`src/rtl/pwr_ladder_pkg.sv`:
```
package pwr_ladder_pkg;

    localparam int SYNC_STAGES_DEF = 2;
    localparam int BCLK_IDLE_DEF   = 8;

    typedef enum logic [1:0] {
        ST_NORMAL = 2'd0,
        ST_GRANT  = 2'd1,
        ST_SLEEP  = 2'd2,
        ST_DEEP   = 2'd3
    } pstate_e;

    typedef struct packed {
        logic core;
        logic bus;
        logic pll;
        logic snoop;
        logic intr;
    } pwr_en_t;

    typedef struct packed {
        logic stop;
        logic sleep;
        logic deep;
    } req_t;

    function automatic pwr_en_t state_enables(pstate_e st);
        pwr_en_t en;
        case (st)
            ST_NORMAL: en = '{core: 1'b1, bus: 1'b1, pll: 1'b1, snoop: 1'b1, intr: 1'b1};
            ST_GRANT:  en = '{core: 1'b0, bus: 1'b1, pll: 1'b1, snoop: 1'b1, intr: 1'b1};
            ST_SLEEP:  en = '{core: 1'b0, bus: 1'b0, pll: 1'b1, snoop: 1'b0, intr: 1'b0};
            default:   en = '{core: 1'b0, bus: 1'b0, pll: 1'b0, snoop: 1'b0, intr: 1'b0};
        endcase
        return en;
    endfunction

endpackage

```
`src/rtl/req_sync.sv`:
```
module req_sync #(
    parameter int               WIDTH   = 4,
    parameter int               STAGES  = 2,
    parameter logic [WIDTH-1:0] RST_VAL = '0
) (
    input  logic             clk,
    input  logic             rst,
    input  logic [WIDTH-1:0] d_async,
    output logic [WIDTH-1:0] q_sync
);

    for (genvar b = 0; b < WIDTH; b++) begin : g_bit
        logic [STAGES-1:0] chain;
        always_ff @(posedge clk) begin
            if (rst) begin
                chain <= {STAGES{RST_VAL[b]}};
            end else begin
                chain <= {chain[STAGES-2:0], d_async[b]};
            end
        end
        assign q_sync[b] = chain[STAGES-1];
    end

endmodule

```
`src/rtl/bclk_watch.sv`:
```
module bclk_watch #(
    parameter int IDLE_LIMIT = 8
) (
    input  logic clk,
    input  logic rst,
    input  logic bclk_sync,
    output logic bclk_stopped
);

    localparam int CW = $clog2(IDLE_LIMIT + 1);
    localparam logic [CW-1:0] LIMIT = CW'(IDLE_LIMIT);

    logic          bclk_prev;
    logic          edge_seen;
    logic [CW-1:0] idle_cnt;

    assign edge_seen = bclk_sync ^ bclk_prev;

    always_ff @(posedge clk) begin
        if (rst) begin
            bclk_prev <= 1'b0;
            idle_cnt  <= '0;
        end else begin
            bclk_prev <= bclk_sync;
            if (edge_seen) begin
                idle_cnt <= '0;
            end else if (idle_cnt != LIMIT) begin
                idle_cnt <= idle_cnt + 1'b1;
            end
        end
    end

    assign bclk_stopped = (idle_cnt == LIMIT);

endmodule

```
`src/rtl/pwr_fsm.sv`:
```
module pwr_fsm
    import pwr_ladder_pkg::*;
(
    input  logic    clk,
    input  logic    rst,
    input  req_t    req,
    input  logic    bclk_stopped,
    output pstate_e state,
    output logic    ack
);

    pstate_e nxt;

    always_comb begin
        nxt = state;
        case (state)
            ST_NORMAL: if (req.stop) nxt = ST_GRANT;
            ST_GRANT: begin
                if (!req.stop)      nxt = ST_NORMAL;
                else if (req.sleep) nxt = ST_SLEEP;
            end
            ST_SLEEP: begin
                if (req.deep || bclk_stopped) nxt = ST_DEEP;
                else if (!req.sleep)          nxt = ST_GRANT;
            end
            default: if (!req.deep && !bclk_stopped) nxt = ST_SLEEP;
        endcase
    end

    always_ff @(posedge clk) begin
        if (rst) begin
            state <= ST_NORMAL;
            ack   <= 1'b0;
        end else begin
            state <= nxt;
            ack   <= (state == ST_NORMAL) && (nxt == ST_GRANT);
        end
    end

endmodule

```
`src/rtl/pwr_ladder_ctrl.sv`:
```
module pwr_ladder_ctrl
    import pwr_ladder_pkg::*;
#(
    parameter int SYNC_STAGES = SYNC_STAGES_DEF,
    parameter int BCLK_IDLE   = BCLK_IDLE_DEF
) (
    input  logic clk,
    input  logic rst,
    input  logic stop_req_n,
    input  logic sleep_req_n,
    input  logic dsleep_req_n,
    input  logic bclk_mon,
    output logic core_clk_en,
    output logic bus_clk_en,
    output logic pll_en,
    output logic sg_ack,
    output logic snoop_en,
    output logic intr_en
);

    localparam int NSIG = 4;
    localparam logic [NSIG-1:0] SYNC_RST = 4'b0111;

    logic [NSIG-1:0] raw_in;
    logic [NSIG-1:0] syn_in;
    logic            bclk_stopped;
    req_t            req;
    pstate_e         state;
    pwr_en_t         en;

    assign raw_in = {bclk_mon, dsleep_req_n, sleep_req_n, stop_req_n};

    req_sync #(
        .WIDTH  (NSIG),
        .STAGES (SYNC_STAGES),
        .RST_VAL(SYNC_RST)
    ) u_sync (
        .clk    (clk),
        .rst    (rst),
        .d_async(raw_in),
        .q_sync (syn_in)
    );

    assign req.stop  = ~syn_in[0];
    assign req.sleep = ~syn_in[1];
    assign req.deep  = ~syn_in[2];

    bclk_watch #(
        .IDLE_LIMIT(BCLK_IDLE)
    ) u_watch (
        .clk         (clk),
        .rst         (rst),
        .bclk_sync   (syn_in[3]),
        .bclk_stopped(bclk_stopped)
    );

    pwr_fsm u_fsm (
        .clk         (clk),
        .rst         (rst),
        .req         (req),
        .bclk_stopped(bclk_stopped),
        .state       (state),
        .ack         (sg_ack)
    );

    assign en          = state_enables(state);
    assign core_clk_en = en.core;
    assign bus_clk_en  = en.bus;
    assign pll_en      = en.pll;
    assign snoop_en    = en.snoop;
    assign intr_en     = en.intr;

endmodule

```
`config.mk`:
```
export PLATFORM = sky130hd
export DESIGN_NAME = pwr_ladder_ctrl
export DESIGN_NICKNAME = d
export VERILOG_FILES = /design/src/rtl/pwr_ladder_pkg.sv /design/src/rtl/req_sync.sv /design/src/rtl/bclk_watch.sv /design/src/rtl/pwr_fsm.sv /design/src/rtl/pwr_ladder_ctrl.sv
export SDC_FILE = /design/constraint.sdc
export NUM_CORES = 1
export LEC_CHECK = 0
export CAP_MARGIN = 20
export CORE_MARGIN = 2
export CORE_UTILIZATION = 46
export CTS_BUF_LIST = sky130_fd_sc_hd__clkbuf_2 sky130_fd_sc_hd__clkbuf_4 sky130_fd_sc_hd__clkbuf_8
export CTS_CLUSTER_DIAMETER = 60
export DETAILED_ROUTE_END_ITERATION = 10
export DONT_BUFFER_PORTS = 1
export HOLD_SLACK_MARGIN = 0.06
export SYNTH_ARGS = -nofsm -noshare
export SYNTH_HDL_FRONTEND = slang
export SYNTH_SLANG_ARGS = --single-unit
```
`constraint.sdc`:
```
create_clock -name clk -period 1.9 [get_ports clk]
set_input_delay 0.095 -clock clk [delete_from_list [all_inputs] [get_ports clk]]
set_output_delay 0.095 -clock clk [all_outputs]
set_load 0.1 [all_outputs]
```
Word-level counts from Yosys, hierarchy flattened
Cells that the tools add are included.
{ "word_totals": {"ff_bits": 16, "latchBits": 0, "ramBits": 0, "mem_bits_ro": 0, "inputBits": 6, "out_inout_bits": 6, "elab_cells": 30, "n_memories": 0} }
{ "op_classes": {"n_addsub": 1, "n_mul": 0, "div": 0, "order_cmp": 0, "n_eq_ne": 5, "n_shift": 0, "muxes": 8, "n_bitwise": 2, "reduce_logical": 6} }
{ "op_table": {"columns": ["cell", "count"], "rows": [
  ["case mux 5 bit (3 select lines)", 1],
  ["two-way mux 2 bit", 6],
  ["case mux 2 bit (3 select lines)", 1],
  ["adder 4 x 1 -> 4 bit (second input constant)", 1],
  ["== test 2 x 1 -> 1 bit (second input constant)", 2],
  ["== test 4 bit (second input constant)", 1],
  ["!= test 4 bit (second input constant)", 1],
  ["== test 2 bit (second input constant)", 1],
  ["logical AND 1 bit", 2],
  ["zero test 2 bit", 1],
  ["OR reduction 2 bit", 1],
  ["zero test 1 bit", 1],
  ["logical OR 1 bit", 1],
  ["NOT 1 bit", 1],
  ["bitwise XOR 1 bit", 1]
]} }

Depth between registers and ports, before layout
Gate-level depths: netlist of run 1.
{ "logic_depth": {"depth_word": 7, "ltp_mapped": 5, "mapped_depth_nobuf": 5} }

Hierarchy
From an unflattened synthesis of run 1, not the netlist that was laid out.
{ "unflattened": {"cells_unflattened": 66, "hier_area_um2": 648.1} }
{ "modules_own_cells": {"columns": ["mod", "n_inst", "cells_per_inst", "area_per_inst_um2"], "rows": [
  ["bclk_watch", 1, 25, 244.0],
  ["req_sync", 1, 20, 240.2],
  ["pwr_fsm", 1, 13, 126.4],
  ["pwr_ladder_ctrl", 1, 8, 37.5]
]} }

Worst setup path after synthesis of run 1
OpenSTA, ideal clock, no wires.
{ "synth_timing": {"path_type": "flip-flop to flip-flop", "start": "reg u_fsm.state[1]", "end": "reg u_fsm.state[1]", "setup_ns": 0.192, "arrival_time_ns": 1.767, "required_ns": 1.708, "path_slack_ns": -0.059, "path_stages_with_launch": 3, "n_path_buf": 0, "synth_period_minus_slack_ns": 1.959, "cell_sequence": "dfxtp_1 > nor2_1 > nor4_2"} }
{ "synth_via": {"elab_chain_len": 3, "elab_cells_between_ends": 10, "cone_classes": "eq/ne (2); mux (7); reduce/logical (1)"} }
{ "synth_lines": {"columns": ["item", "line_no", "source"], "rows": [
  ["from (decl)", "pwr_fsm.sv:8", "output pstate_e state,"],
  ["from (signal assigned)", "pwr_fsm.sv:35", "state <= nxt;"],
  ["two-way mux 2 bit, on equally long branches", "pwr_fsm.sv:24, pwr_fsm.sv:20", null],
  ["two-way mux 2 bit, on equally long branches", "pwr_fsm.sv:23, pwr_fsm.sv:19", null],
  ["case mux 2 bit (3 select lines) *", "pwr_fsm.sv:16", "case (state)"]
]} }
Every way passes the cells marked *; elsewhere a longest branch is shown, timed or not.
A chain may end at the register's enable or synchronous reset.

Final worst setup path of run 1
{ "layout_timing": {"start": "reg u_fsm.state[1]", "end": "out core_clk_en"} }
{ "layout_via": {"elab_chain_len": 2, "elab_cells_between_ends": 4, "cone_classes": "eq/ne (2); mux (1); reduce/logical (1)"} }
{ "layout_lines": {"columns": ["item", "line_no", "source"], "rows": [
  ["== test 2 bit (tied with other cells)", "pwr_ladder_pkg.sv:29", "case (st)"],
  ["case mux 5 bit (3 select lines) *", "pwr_ladder_pkg.sv:29", null],
  ["to (decl)", "pwr_ladder_ctrl.sv:13", "output logic core_clk_en,"]
]} }
Marked as above.

==> run summary, run 1 <==
Lkg Pwr: 0.324 nW
Internal: 0.000493 W
Worst Setup End Kind: output pin
Post-CTS sizing: 0
CTS tree: done
Syn-to-layout area delta: 21.7%
Syn Nets: 67
Via density: 4.86
Top delay family on crit path: flip-flops
Part of the power in registers: 0.568
Worst-path fanout max: 7
MaxCap Viol Count: 0
Worst Path Arrival: 1.14 ns
Yosys cell types: 22
Antenna violations before repair: 0
Fin Hold WS: 0.416 ns
Core ar.: 1270 um2
Clock tree root buffer cell: clkbuf_4
Grt total ovfl: 0
Pre-CTS setup slack: 0.736 ns
Largest net degree at the start of global routing: 13
Clock-pin slew on the worst setup and hold paths: 0.09 ns
Die X: 40.3 um
Setup ws final: 0.665 ns
Starting Density: 0.477
#FFs+latches synth: 16
H-tree levels: 1
Wire per inst: 9.75 um
Ports: 12
Setup crit end: core_clk_en
Post-Synth Simple-Gate Area: 0.260
Setup bufs post-CTS: 0
Psw: 0.000140 W
DR pass1 iterations: 4
TNS Setup: 0 ns
Routed WL: 819 um
Yosys top cell by area: dfxtp_1
Sequential share of the synthesized area: 0.529
DRC violations left: 0
Worst Path Required: 1.80 ns
Core Util, Final: 0.581
Headroom to the max-slew limit: 0.745
R2r startpoint: u_watch.idle_cnt[0]
Worst skew pair latency: 0.28 ns
CTS buffer count: 3
R2R Setup Slk: 0.72 ns
Die height: 40.3 um
Post-route ant nets: 0
Synth top area cells: dfxtp_1, or2_2, ha_1, nor2_1, nand3b_4
Mux share of post-synthesis cell area: 0.0165
R2R cell count: 5
Min cycle time layout: 1.23 ns
Crit path kind: flip-flop to output pin
# rows: 13
Sw frac: 0.221
Mapped cell area: 606 um2
Slowest CP cell: dfxtp_1
Die area: 1620 um2
Slowest cell delay on critical path: 0.39 ns
Detailed Place HPWL: 587 um
I/O Buffers: 0
Critical Path Start: u_fsm.state[1]
Status: completed
CTS max path bufs: 2
RR Endpoint: u_fsm.state[1]
Max Clock Freq: 0.810 GHz
GR Util All Layers: 0.119
Clk sinks: 16
Initial DRC Count: 12
Syn Area/Cell: 10.3 um2
Most frequent cells in the layout: dfxtp_1, or2_2, nor2_1, dlygate4sd3_1, inv_1
Xor/xnor share of the synthesized area: 0.0434
Synth Area in Adders: 0.0413
Clock skew: 0.00192 ns
Synth Area in Compound Gates: 0.0475
Post-synth top area share: 0.529
Max Transition Viols Final: 0
Nets: 78
First-pass GRT wire length: 1210 um
Vias in the first global route: 336
Combinational family with the most area after synthesis: simple AND/OR/NAND/NOR gates
Vias: 408
Fin. Hold Viols: 0
Logic gate share of total power: 0.086
Setup-failing EPs final: 0
Clock power share: 0.346
Worst path depth: 2
Cells after synthesis: 59
Diode count: 0
Fin crit share: 0.650
VDD IR max: 559 uV
Worst-path cell chain: nor2_2 > buf_4
Crit start category: flip-flop
RSZ-0062 raised after global routing: no
Pwr/cell area: 859 nW/um2
Layout cells sized above 1: 0.261
Worst-Margin Slew: 0.382 ns
CP bufs+invs: 1
Most common cell after layout, fill and taps aside: dfxtp_1
Class of the worst hold path: flip-flop to flip-flop
GP Congestion: 0.635
Yosys warning count: 0
==> worst min-delay path by stage <==
stage,cells past startpoint,from,to
global route,1,u_sync.g_bit[1].chain[0],u_sync.g_bit[1].chain[1]
floorplan,1,rst,u_sync.g_bit[3].chain[0]
finish,1,u_sync.g_bit[1].chain[0],u_sync.g_bit[1].chain[1]
global placement,1,rst,u_watch.bclk_prev
CTS,1,u_sync.g_bit[1].chain[0],u_sync.g_bit[1].chain[1]
detailed placement,1,rst,u_fsm.state[1]
==> cells by family after synthesis <==
logic type	count (synthesis)
fa+ha+maj	2
xor+xnor	3
simple gates	25
compound gates	4
buf+inv	8
mux	1
flops	16
==> cell usage after synthesis <==
| library cell | n |
|---|---|
| dfxtp_1 | 16 |
| nor2_1 | 6 |
| or2_2 | 6 |
| inv_1 | 5 |
| nand2_1 | 3 |
| nor2b_1 | 3 |
| a21oi_1 | 2 |
| buf_4 | 2 |
| ha_1 | 2 |
| xnor2_1 | 2 |
| and4b_1 | 1 |
| clkbuf_1 | 1 |
| mux2i_1 | 1 |
| nand2b_1 | 1 |
| nand3_1 | 1 |
| nand3b_1 | 1 |
| nand3b_4 | 1 |
| nor4_1 | 1 |
| nor4_2 | 1 |
| o2111ai_1 | 1 |
| o211a_1 | 1 |
| xor2_1 | 1 |
==> through the flow <==
step	instances	total power (W)	instance area, um2
after global placement	75	0.000411	651
final	84	0.000633	737
after global routing	84	0.000656	737
after CTS	84	0.000638	737
after floorplan	59	0.000406	608
after detailed placement	75	0.000413	651
==> power groups by stage <==
stage               registers, W  clock network [W]  logic (W)
floorplan               0.000370                  0  0.0000363
global placement        0.000367                  0  0.0000437
detailed placement      0.000368                  0  0.0000449
CTS                     0.000360           0.000222  0.0000557
global route            0.000362           0.000235  0.0000600
finish                  0.000360           0.000219  0.0000546
==> per-layer routing <==
layer,track usage,share of wire,vias to the layer above
met4,0.100,0.017,0
met2,0.185,0.46,10
met5,0,0,-
met3,0.0556,0.049,2
li1,-,-,208
met1,0.120,0.48,188
==> flip-flops by register name, summed over array words and instances, names as in the netlist <==
register	count
u_fsm.state	2
u_watch.idle_cnt	4
u_fsm.ack	1
u_sync.g_bit.chain	8
u_watch.bclk_prev	1
==> worst register-to-register path, delay by kind of cell, from the launching register on <==
family        cells  cell delay [ns]
flops             1             0.40
simple gates      3             0.37
fa+ha+maj         1             0.24
buf+inv           1             0.07
==> final cells by class <==
class	instances	area, um2
flip-flops and latches	16	320
inverters	5	18.8
clock buffers	4	36.3
repair buffers	9	92.6
fillers	110	532
well taps	15	18.8
multi-input cells	35	250
==> what timing repair did <==
action	CTS	global route
hold endpoints to repair	12	0
hold buffers	5	0
endpoints found under the setup margin	0	0
(Power assumes the default switching activity.)
==> run 2: changes to the inputs <==
Clock period 1.9 ns to 1.05 ns, I/O delays scaled along.
==> run 2 against run 1 <==
Net effect:
- highest routed layer unchanged
- final area is 14% higher
- worst hold slack got worse by 0.019 ns
- utilization grew 8.0 points
- critical path depth stayed put
- the flow now finishes with violations (negative setup slack)
- die area unchanged
- total power up 86%
==> run summary, run 2 (synthesis gave the netlist of run 1 again) <==
DRC violations left: 0 (unchanged)
Ports: 12 (unchanged)
Starting Density: 0.477 (unchanged)
Routed WL: 981 um (+20%)
Hold path depth: 2 (+1)
Worst-path cell chain: clkinvlp_4 > buf_12
Pwr/cell area: 1410 nW/um2 (+64%)
Min cycle time layout: 1.12 ns
Post-Place Cells: 77 (+2.7%)
Layout cells sized above 1: 0.413 (+0.152)
R2R Setup Slk: 0.04 ns (-0.68 ns)
Max Transition Viols Final: 0 (unchanged)
Die area: 1620 um2 (unchanged)
Sw frac: 0.228 (+0.00643)
I/O Buffers: 0 (unchanged)
Vias: 417 (+2.2%)
Die height: 40.3 um (unchanged)
Fin area: 838 um2 (+14%)
Initial DRC Count: 2 (-10)
RR Endpoint: u_fsm.state[1]
Worst skew pair latency: 0.28 ns (about the same)
Setup ws final: -0.0724 ns (-0.737 ns)
Part of the power in registers: 0.547 (-0.021)
Worst Min Path Start: sleep_req_n
Die X: 40.3 um (unchanged)
GR Util All Layers: 0.130 (+0.0103)
Vias in the first global route: 327 (-2.7%)
CTS buffer count: 3 (unchanged)
Hold EP: u_sync.g_bit[1].chain[0]
Worst Setup End Kind: output pin
MaxCap Viol Count: 0 (unchanged)
Syn-to-layout area delta: 38.4%
Class of the worst hold path: input port to flip-flop
Most used routing layer: met1
Clk sinks: 16 (unchanged)
Clock skew: 0.00440 ns (+0.00248 ns)
VDD IR max: 945 uV (+69%)
Max Clock Freq: 0.891 GHz
Diode count: 0 (unchanged)
R2r startpoint: u_watch.idle_cnt[0]
Psw: 0.000269 W (+92%)
Multi-input gate area: 268 um2 (+7.0%)
Failing checks: negative setup slack
Slowest CP cell: dfxtp_4
Core ar.: 1270 um2 (unchanged)
GR Layer Usage met3: 0.0556 (unchanged)
Lkg Pwr: 0.371 nW (+14%)
Clock-pin slew on the worst setup and hold paths: 0.09 ns (about the same)
Setup-failing EPs final: 3 (+3)
Internal: 0.000911 W (+85%)
Crit start category: flip-flop
First-pass GRT wire length: 1320 um (+8.5%)
Clock power share: 0.341 (-0.005)
Fin. Hold Viols: 0 (unchanged)
Crit path kind: flip-flop to output pin
Largest regs: u_sync.g_bit.chain (8), u_watch.idle_cnt (4), u_fsm.state (2)
CTS tree: done
Slowest cell delay on critical path: 0.38 ns (about the same)
Logic gate share of total power: 0.112 (+0.026)
Fin crit share: 1.07
R2R cell count: 5 (unchanged)
Clock tree root buffer cell: clkbuf_4
Most frequent cells in the layout: dfxtp_1, buf_4, or2_2
M2 GR Usage: 0.177 (-0.00806)
Area taken by flip-flops and latches: 330 um2 (+3.1%)
# rows: 13 (unchanged)
RSZ-0062 raised after global routing: yes
Met1 usage: 0.178 (+0.0578)
Largest net degree at the start of global routing: 13 (unchanged)
Nets: 84 (+7.7%)
GP Congestion: 0.677 (+6.6%)
Worst Path Arrival: 1.07 ns (-0.07 ns)
Via density: 4.63 (-4.6%)
Post-route ant nets: 0 (unchanged)
Headroom to the max-slew limit: 0.750 (+0.00580)
Grt total ovfl: 0 (unchanged)
DR pass1 iterations: 4 (unchanged)
Most flop-heavy register: u_sync.g_bit.chain
Status: finished with violations
CTS max path bufs: 2 (unchanged)
Most common cell after layout, fill and taps aside: dfxtp_1
Placed instance area: 704 um2 (+8.3%)
Detailed Place HPWL: 582 um (-0.84%)
Worst-Margin Slew: 0.373 ns (-0.00868 ns)
Number of flip-flops in the largest register: 8 (unchanged)
Fill cells: 102 (-7.3%)
Wire per inst: 10.9 um (+12%)
Worst Path Required: 1.00 ns (-0.80 ns)
Antenna violations before repair: 0 (unchanged)
Worst-path fanout max: 5 (-2)
Fin Hold WS: 0.397 ns (-0.0188 ns)
H-tree levels: 1 (unchanged)
Finished Layout Cells: 90 (+7.1%)
run 2: cell count changes in the layout (fill, tap and decap cells not counted), moves of 2 or more:
cell and change:
dfxtp_2 +2, buf_12 +2, dfxtp_4 +2, dfxtp_1 -4
buf_4 +4, inv_1 -2
run 2: power by group through the flow:
stage,clock [W],combinational (W),sequential [W]
floorplan,0,0.0000662,0.000667
global placement,0,0.0000989,0.000658
detailed placement,0,0.000100,0.000658
CTS,0.000420,0.000123,0.000644
global route,0.000442,0.000144,0.000649
finish,0.000402,0.000132,0.000645
run 2: how the worst max path moves through the flow:
stage	from	depth (start not counted)	slack, ns	to
global route	u_fsm.state[1]	2	-0.10	intr_en
CTS	u_fsm.state[1]	2	-0.08	bus_clk_en
finish	u_fsm.state[1]	2	-0.07	bus_clk_en
global placement	u_watch.idle_cnt[0]	5	-0.02	u_fsm.state[1]
floorplan	u_fsm.state[1]	2	-0.22	intr_en
detailed placement	u_watch.idle_cnt[0]	5	-0.05	u_fsm.state[1]
run 2: metal layers:
| layer | vias to the layer above | part of all wire |
|---|---|---|
| li1 | 224 | - |
| met1 | 183 | 0.47 |
| met2 | 8 | 0.47 |
| met3 | 2 | 0.046 |
| met4 | 0 | 0.018 |
| met5 | - | 0 |
run 2: area by class of cell:
cell class	count	area share
Inverter	5	0.0269
Sequential cell	16	0.394
Tap cell	15	0.0224
Clock buffer	4	0.0433
Timing Repair Buffer	15	0.194
Multi-Input combinational cell	35	0.319
run 2: through the flow:
stage	total power (W)	worst slack, ns	setup TNS [ns]	util
6_report	0.00118	-0.0724	-0.217	0.661
5_1_grt	0.00124	-0.103	-0.401	0.661
4_1_cts	0.00119	-0.0811	-0.276	0.644
3_5_place_dp	0.000758	-0.0546	-0.0546	0.555
3_3_place_gp	0.000757	-0.0157	-0.0157	0.555
2_1_floorplan	0.000734	-0.216	-0.513	-
run 2: critical path: cells and delay by family (launching register included):
| family | cells | cell delay (ns) |
|---|---|---|
| buffers and inverters | 2 | 0.40 |
| flip-flops | 1 | 0.38 |
run 2: repair_timing:
item / 4_1_cts / 5_1_grt
buffers inserted: 3 / 1
hold endpoints to repair: 16 / 0
hold buffers: 5 / 0
pin swaps: 3 / 2
endpoints found under the setup margin: 7 / 8
gates resized for setup: 2 / 5
==> run 3: changes to the inputs <==
Settings changed: PLACE_DENSITY set to 0.7, REMOVE_ABC_BUFFERS set to 1.
Clock period 1.05 ns to 1.1 ns, I/O delays scaled along.
==> run 3 against run 2 <==
Net effect:
- the run still ends with negative setup slack left
- die area did not move
- non-clock buffer count fell by 2
- sequential power fell by 4.2%
- sequential cell count did not move
- combinational power fell by 4%
- sequential share of layout area rose by 0.69 points
- cell count fell by 2.2%
- via count fell by 0.24%
- worst hold slack got worse by 0.0085 ns
- first-iteration DRC count rose by 50%
==> run summary, run 3 (synthesis gave the netlist of run 1 again) <==
DRC violations left: 0 (unchanged)
GR Util All Layers: 0.135 (+0.00547)
Wire per inst: 11.1 um (+1.8%)
CTS tree: done
Hold path depth: 2 (unchanged)
Pwr/cell area: 1370 nW/um2 (-2.9%)
Status: finished with violations
Worst-Margin Slew: 0.333 ns (-0.0403 ns)
Core ar.: 1270 um2 (unchanged)
H-tree levels: 1 (unchanged)
Vias in the first global route: 353 (+8.0%)
CP bufs+invs: 1 (-1)
Clock skew: 0.00260 ns (-0.00180 ns)
Most frequent cells in the layout: dfxtp_1, or2_2, dlygate4sd3_1
Clock power share: 0.335 (-0.006)
Clock-pin slew on the worst setup and hold paths: 0.09 ns (about the same)
Logic gate share of total power: 0.114 (+0.002)
Grt total ovfl: 0 (unchanged)
Largest regs: u_sync.g_bit.chain (8), u_watch.idle_cnt (4), u_fsm.state (2)
Crit path kind: flip-flop to flip-flop
Placed instance area: 678 um2 (-3.7%)
I/O Buffers: 0 (unchanged)
Fin Hold WS: 0.388 ns (-0.00847 ns)
Psw: 0.000249 W (-7.3%)
Antenna violations before repair: 0 (unchanged)
Crit start category: flip-flop
CTS max path bufs: 2 (unchanged)
Post-Place Cells: 77 (unchanged)
Part of the power in registers: 0.551 (+0.004)
Setup ws final: -0.0708 ns (+0.00155 ns)
Ports: 12 (unchanged)
Fin area: 821 um2 (-2.1%)
Nets: 82 (-2.4%)
Worst skew pair latency: 0.28 ns (about the same)
Via density: 4.73 (+2.0%)
Diode count: 0 (unchanged)
Slowest CP cell: dfxtp_2
Largest net degree at the start of global routing: 12 (-1)
Worst Path Required: 1.28 ns (+0.28 ns)
Fin crit share: 1.06
Sw frac: 0.222 (-0.00549)
RSZ-0062 raised after global routing: yes
Layout cells sized above 1: 0.397 (-0.0161)
Most flop-heavy register: u_sync.g_bit.chain
Starting Density: 0.477 (unchanged)
Setup-failing EPs final: 2 (-1)
Vias: 416 (-0.24%)
Routed WL: 976 um (-0.51%)
Fin. Hold Viols: 0 (unchanged)
Max Transition Viols Final: 0 (unchanged)
Worst-path fanout max: 4 (-1)
Finished Layout Cells: 88 (-2.2%)
Worst Setup End Kind: flip-flop
# rows: 13 (unchanged)
Number of flip-flops in the largest register: 8 (unchanged)
Die area: 1620 um2 (unchanged)
Initial DRC Count: 3 (+1)
Most common cell after layout, fill and taps aside: dfxtp_1
Slowest cell delay on critical path: 0.33 ns (-0.05 ns)
Post-route ant nets: 0 (unchanged)
Class of the worst hold path: input port to flip-flop
First-pass GRT wire length: 1370 um (+3.7%)
Worst path depth: 5 (+3)
Syn-to-layout area delta: 35.5%
Min cycle time layout: 1.17 ns
Die X: 40.3 um (unchanged)
MaxCap Viol Count: 0 (unchanged)
Clk sinks: 16 (unchanged)
Max Clock Freq: 0.854 GHz
Lkg Pwr: 0.360 nW (-3.0%)
GP Congestion: 0.675 (-0.21%)
Worst Path Arrival: 1.35 ns (+0.28 ns)
R2R cell count: 5 (unchanged)
VDD IR max: 1260 uV (+33%)
Failing checks: negative setup slack
Worst-path cell chain: inv_2 > ha_4 > nand3b_4 > and4b_1 > nor4_2
Die height: 40.3 um (unchanged)
Clock tree root buffer cell: clkbuf_4
Top delay family on crit path: simple AND/OR/NAND/NOR gates
Headroom to the max-slew limit: 0.777 (+0.0269)
CTS buffer count: 3 (unchanged)
Internal: 0.000872 W (-4.3%)
DR pass1 iterations: 3 (-1)
==> run 3: changes by cell type in the layout (fill, tap and decap cells not counted) <==
cell and delta:
buf_12 -2, buf_16 +1, buf_4 -3, buf_8 +1, clkinvlp_4 -1, dfxtp_1 -1
dfxtp_2 +2, dfxtp_4 -1, dlygate4sd3_1 +1, inv_4 +1, nor2_2 +1, nor2_4 -1
==> run 3: worst paths after layout <==
check	start	end	slack, ns
max	u_watch.idle_cnt[0]	u_fsm.state[1]	-0.07
min	rst	u_watch.bclk_prev	0.39
max reg2reg	u_watch.idle_cnt[0]	u_fsm.state[1]	-0.07
min reg2reg	u_sync.g_bit[0].chain[0]	u_sync.g_bit[0].chain[1]	0.41
==> run 3: timing repair <==
item	in CTS	in global routing
pin swaps	0	2
cloned	0	0
hold endpoints to repair	16	1
buffers inserted	0	1
gates resized for setup	3	11
setup endpoints to repair	6	8
hold buffers	6	1
==> run 3: power by group through the flow <==
stage	Clock [W]	Combinational, W	Sequential, W
2_1_floorplan	0	0.0000588	0.000638
3_3_place_gp	0	0.0000902	0.000629
3_5_place_dp	0	0.0000918	0.000630
4_1_cts	0.000383	0.000114	0.000617
5_1_grt	0.000416	0.000142	0.000622
6_report	0.000376	0.000127	0.000618
==> run 3: metrics by stage <==
step                 util  setup slack (ns)  power, W  setup TNS, ns
CTS                 0.616           -0.0621   0.00111         -0.112
floorplan               -             -1.02  0.000697          -4.55
detailed placement  0.535           -0.0540  0.000722        -0.0540
global placement    0.535            0.0489  0.000720              0
global route        0.647            -0.106   0.00118         -0.280
finish              0.647           -0.0708   0.00112        -0.0915
==> run 3: routing by layer <==
| metal | up-vias | global-route usage | wire length [um] |
|---|---|---|---|
| li1 | 214 | - | - |
| met1 | 189 | 0.133 | 385 |
| met2 | 13 | 0.242 | 544 |
| met3 | 0 | 0.0667 | 47 |
| met4 | 0 | 0.0500 | 0 |
| met5 | - | 0 | 0 |
==> run 3: layout make-up <==
| class | count | area (um2) |
|---|---|---|
| clock buffer | 4 | 36.3 |
| tap | 15 | 18.8 |
| fill | 98 | 448 |
| timing repair buffer | 13 | 153 |
| sequential | 16 | 329 |
| inverter | 5 | 21.3 |
| multi-input combinational | 35 | 263 |
